`config.mk`:
```
export PLATFORM = sky130hd
export DESIGN_NAME = quad_addsub_unit
export DESIGN_NICKNAME = d
export VERILOG_FILES = /design/src/rtl/qas_pkg.sv /design/src/rtl/qas_full_adder.sv /design/src/rtl/qas_ripple_adder.sv /design/src/rtl/quad_addsub_unit.sv
export SDC_FILE = /design/constraint.sdc
export NUM_CORES = 1
export LEC_CHECK = 0
export BUFFER_PORTS_ARGS = -buffer_cell sky130_fd_sc_hd__buf_2
export CAP_MARGIN = 30
export CELL_PAD_IN_SITES_DETAIL_PLACEMENT = 2
export CELL_PAD_IN_SITES_GLOBAL_PLACEMENT = 2
export CORE_UTILIZATION = 23
export DETAILED_ROUTE_END_ITERATION = 6
export GPL_TIMING_DRIVEN = 0
export PLACE_DENSITY_LB_ADDON = 0.1
export SYNTH_ARGS = -nofsm -noshare
export SYNTH_HDL_FRONTEND = slang
export SYNTH_SLANG_ARGS = --single-unit
```
`constraint.sdc`:
```
create_clock -name vclk -period 2.95
set_clock_uncertainty 0.2 [all_clocks]
set_input_delay 0.1475 -clock vclk [all_inputs]
set_output_delay 0.1475 -clock vclk [all_outputs]
set_load 0.005 [all_outputs]
```
`src/rtl/qas_pkg.sv`:
```
package qas_pkg;

    // Operand width; all other widths follow from it.
    parameter int OPERAND_W = 4;

    // Pair-sum width: one guard bit above the operands.
    localparam int PARTIAL_W = OPERAND_W + 1;

    // Result width: one further guard bit for the subtraction.
    localparam int RESULT_W  = OPERAND_W + 2;

    // Largest result magnitude: two most-negative operands minus two most-positive ones.
    localparam int RESULT_LIMIT = 2 * (2 ** (OPERAND_W - 1)) + 2 * (2 ** (OPERAND_W - 1) - 1);

    // A partial sum together with its adder's carry-out.
    typedef struct packed {
        logic [PARTIAL_W-1:0] sum;
        logic                 carry;
    } partial_t;

    // Replicate the operand sign bit up to the pair-sum width.
    function automatic logic [PARTIAL_W-1:0] widen_operand(input logic [OPERAND_W-1:0] v);
        return {v[OPERAND_W-1], v};
    endfunction

    // Replicate the pair-sum sign bit up to the result width.
    function automatic logic [RESULT_W-1:0] widen_partial(input logic [PARTIAL_W-1:0] v);
        return {v[PARTIAL_W-1], v};
    endfunction

endpackage

```
`src/rtl/qas_full_adder.sv`:
```
module qas_full_adder (
    input  logic a,
    input  logic b,
    input  logic ci,
    output logic s,
    output logic co
);

    logic half;

    assign half = a ^ b;
    assign s    = half ^ ci;
    assign co   = (a & b) | (ci & half);

endmodule

```
`src/rtl/qas_ripple_adder.sv`:
```
module qas_ripple_adder #(
    parameter int WIDTH = 5
) (
    input  logic [WIDTH-1:0] a,
    input  logic [WIDTH-1:0] b,
    input  logic             cin,
    output logic [WIDTH-1:0] sum,
    output logic             cout
);

    logic [WIDTH:0] chain;

    assign chain[0] = cin;

    for (genvar i = 0; i < WIDTH; i++) begin : g_bit
        qas_full_adder u_fa (
            .a  (a[i]),
            .b  (b[i]),
            .ci (chain[i]),
            .s  (sum[i]),
            .co (chain[i+1])
        );
    end

    assign cout = chain[WIDTH];

    // The cell chain must match unsigned addition including the carry-out (supports R1).
    always_comb begin

        ripple_sum_chk: assert ({cout, sum} == ({1'b0, a} + {1'b0, b} + {{WIDTH{1'b0}}, cin}))
            else $error("ripple adder mismatch");
    end

endmodule

```
`src/rtl/quad_addsub_unit.sv`:
```
module quad_addsub_unit
    import qas_pkg::*;
(
    input  logic [OPERAND_W-1:0] opnd_a,
    input  logic [OPERAND_W-1:0] opnd_b,
    input  logic [OPERAND_W-1:0] opnd_c,
    input  logic [OPERAND_W-1:0] opnd_d,
    output logic [RESULT_W-1:0]  result
);

    logic [PARTIAL_W-1:0] wide_a, wide_b, wide_c, wide_d;
    partial_t             plus_pair, minus_pair;
    logic [RESULT_W-1:0]  plus_ext, minus_ext, minus_inv;
    logic                 final_carry;

    assign wide_a = widen_operand(opnd_a);
    assign wide_b = widen_operand(opnd_b);
    assign wide_c = widen_operand(opnd_c);
    assign wide_d = widen_operand(opnd_d);

    // First level: A + B.
    logic [PARTIAL_W-1:0] plus_sum;
    logic                 plus_co;
    qas_ripple_adder #(.WIDTH(PARTIAL_W)) u_plus (
        .a    (wide_a),
        .b    (wide_b),
        .cin  (1'b0),
        .sum  (plus_sum),
        .cout (plus_co)
    );

    // First level: C + D.
    logic [PARTIAL_W-1:0] minus_sum;
    logic                 minus_co;
    qas_ripple_adder #(.WIDTH(PARTIAL_W)) u_minus (
        .a    (wide_c),
        .b    (wide_d),
        .cin  (1'b0),
        .sum  (minus_sum),
        .cout (minus_co)
    );

    assign plus_pair  = '{sum: plus_sum,  carry: plus_co};
    assign minus_pair = '{sum: minus_sum, carry: minus_co};

    // Second level: widen both pair sums, subtract by inverting and adding one.
    assign plus_ext  = widen_partial(plus_pair.sum);
    assign minus_ext = widen_partial(minus_pair.sum);
    assign minus_inv = ~minus_ext;

    qas_ripple_adder #(.WIDTH(RESULT_W)) u_diff (
        .a    (plus_ext),
        .b    (minus_inv),
        .cin  (1'b1),
        .sum  (result),
        .cout (final_carry)
    );

    always_comb begin

        result_exact_chk: assert ($signed(result) ==
                                  $signed(opnd_a) + $signed(opnd_b) - $signed(opnd_c) - $signed(opnd_d))
            else $error("result differs from signed expression");

        result_range_chk: assert (($signed(result) >= -RESULT_LIMIT) && ($signed(result) <= RESULT_LIMIT))
            else $error("result outside reachable range");

        sign_order_chk: assert (result[RESULT_W-1] == ($signed(plus_pair.sum) < $signed(minus_pair.sum)))
            else $error("sign bit disagrees with pair-sum order");

        pair_exact_chk: assert (($signed(plus_pair.sum) == $signed(opnd_a) + $signed(opnd_b)) &&
                                ($signed(minus_pair.sum) == $signed(opnd_c) + $signed(opnd_d)))
            else $error("pair sum not exact");

        borrow_chk: assert (final_carry == (plus_ext >= minus_ext))
            else $error("final carry is not the no-borrow indication");

        pair_carry_chk: assert ((plus_pair.carry ==
                                 (({1'b0, wide_a} + {1'b0, wide_b}) > {1'b0, {PARTIAL_W{1'b1}}})) &&
                                (minus_pair.carry ==
                                 (({1'b0, wide_c} + {1'b0, wide_d}) > {1'b0, {PARTIAL_W{1'b1}}})))
            else $error("pair carry-out wrong");
    end

endmodule

```
==> results_dict.tcl <==
set metrics [dict create \
    status "finished with violations" \
    violations "negative setup slack" \
    ys_seq_area_share_pct 0 \
    vias 293 \
    cp_top_family "adder cells" \
    rows 14 \
    fmax_mhz 333.7 \
    relSlewSlack_pct 93.43 \
    pwr-share-clk_pct 0 \
    gp_congestion 0.6103 \
    vias_per_cell 3.709 \
    min_period_ns 2.997 \
    synth.distinct_cells 4 \
    yosysMostFrequentCell "inv_1" \
    core_region_area_um2 1541 \
    seq_area_um2 0 \
    diodes 0 \
    postCtsSetupBuffers 0 \
    io_pins 22 \
    synth_common_cells "inv_1, fa_1, buf_4" \
    end_kind "primary output" \
    worstPathRequired_ns 2.60 \
    drtAntennaViolNets 0 \
    max_stage_delay_ns 0.54 \
    final.setup.worst_slack_ns -0.04689 \
    dp_hpwl_um 590.4 \
    die-height_um 43.13 \
    path_cells "buf_8 > ha_4 > inv_2 > fa_2 > fa_1 > inv_2 > fa_2 > fa_2 > fa_2 > buf_6" \
    drt_iter0_markers 0 \
    final-max-slew-violation-count 0 \
    synth_top_area_share_pct 56.59 \
    worst_pin_slew_ns 0.09820 \
    layout.cells.non_filler 79 \
    hold_class "primary input to primary output" \
    syn_area_per_cell_um2 9.049 \
    finalSetupViolCount 1 \
    slowest_stage "fa_2" \
    cp-startpoint "opnd_a[0]" \
    dieWidth_um 43.13 \
    p_per_area_nw_per_um2 328.6 \
    worst_ep_arrival_time_ns 2.65 \
    p_int_uw 115.4 \
    grt_pass1_vias 319 \
    grt_max_degree 3 \
    critical_path.most_common_cell "fa_2" \
    p_switching_uw 73.75 \
    synth_area_um2 389.1 \
    grt_pass1_wl_um 1193 \
    ys_top_cells_by_area "fa_1, inv_1, buf_4" \
    clkbuf_count 0 \
    start_kind "primary input" \
    rsz0062_at_grt "true" \
    holdBufCountCts 0 \
    post_synth_inst_count 43 \
    worst_ir_drop_vdd_mv 0.1127 \
    seq_power_share_pct 0 \
    grt_usage_pct 7.962 \
    fillers 188 \
    start_util_pct 25.24 \
    dieArea_um2 1860 \
    cp.depth 10 \
    dp_cells 81 \
    p_comb_share_pct 100.0 \
    endpoint "result[4]" \
    path_class "primary input to primary output" \
    drive_gt1_share_pct 65.08 \
    grt_remaining_overflow 0 \
    place_ws_ns -0.2455 \
    area_growth_pct 47.91 \
    worstPathMaxFanout 1 \
    wl_um 657 \
    drt_first_pass_iters 1 \
    yosys.area.top_type "fa_1" \
    leakage_nw 0.3238 \
    drc 0 \
    cap_violations 0 \
    cp_num_buf_inv 4 \
    finalHoldViolations 0 \
    avgRoutedWirePerCell_um 8.316 \
    syn-num-nets 73 \
    port_buffers 22 \
    nets 95 \
    design.seq.count 0 \
    antenna_found_initial 0 \
    sw_frac_of_total_pct 38.99 \
    fin_crit_sh_pct 101.6 \
    yosysWarnings 0 \
]
## worst min-delay path by stage
stage	from	to	slack, ns	cells past startpoint
floorplan	opnd_d[0]	result[0]	0.44	4
global placement	opnd_d[0]	result[0]	0.66	6
detailed placement	opnd_d[0]	result[0]	0.66	6
CTS	opnd_d[0]	result[0]	0.66	6
global route	opnd_d[0]	result[0]	0.72	6
finish	opnd_d[0]	result[0]	0.68	6
## kinds of logic (layout without fill, tap and decap cells)
kind of cell / count (synthesis) / in the layout / share of synthesized area, %
adder cells (fa/ha/maj): 14 / 14 / 66.24
buffers and inverters: 29 / 49 / 33.76
## routing by layer
layer  GRT usage (%)  part of all wire (%)
met4               0                     0
met2           17.01                    58
met5               0                     0
met1           8.466                    35
met3          0.8511                   7.5
## power groups by stage
stage	logic [mW]	registers [mW]	clock network [mW]
2_1_floorplan	0.114	0	0
3_3_place_gp	0.171	0	0
3_5_place_dp	0.173	0	0
4_1_cts	0.178	0	0
5_1_grt	0.218	0	0
6_report	0.189	0	0
## layout make-up
class / count / area, um2 / share of cell area, %
Tap cell: 16 / 20.02 / 3.478
Timing Repair Buffer: 22 / 138.9 / 24.13
Multi-Input combinational cell: 14 / 300.3 / 52.17
Inverter: 23 / 86.33 / 15.00
Buffer: 4 / 30.03 / 5.217
## cells in the final DEF, fill, tap and decap left out
cell type,n
buf_8,1
buf_6,3
fa_1,4
buf_4,4
inv_2,6
buf_2,18
ha_4,2
fa_2,7
inv_1,17
ha_1,1
## worst min-delay path: cells and delay by family
kind / cells / cell delay, ns
buf+inv: 4 / 0.34
fa+ha+maj: 2 / 0.22
## what timing repair did
item | in CTS | in global routing
gates resized for setup | 14 | 8
endpoints found under the setup margin | 2 | 2
pin swaps | 8 | 8
hold endpoints to repair | 0 | 0
## through the flow
stage | utilization, % | area (um2) | TNS (ns) | hold WS (ns) | power (mW)
2_1_floorplan | - | 389.1 | 0 | 0.4444 | 0.1139
3_3_place_gp | 33.69 | 519.2 | -0.3711 | 0.6618 | 0.1706
3_5_place_dp | 33.69 | 519.2 | -0.4125 | 0.6555 | 0.1730
4_1_cts | 35.55 | 548.0 | -0.1565 | 0.6638 | 0.1783
5_1_grt | 37.34 | 575.6 | -0.1113 | 0.7226 | 0.2176
6_report | 37.34 | 575.6 | -0.04689 | 0.6750 | 0.1892
Note: power is estimated with default switching activity, not from simulation.
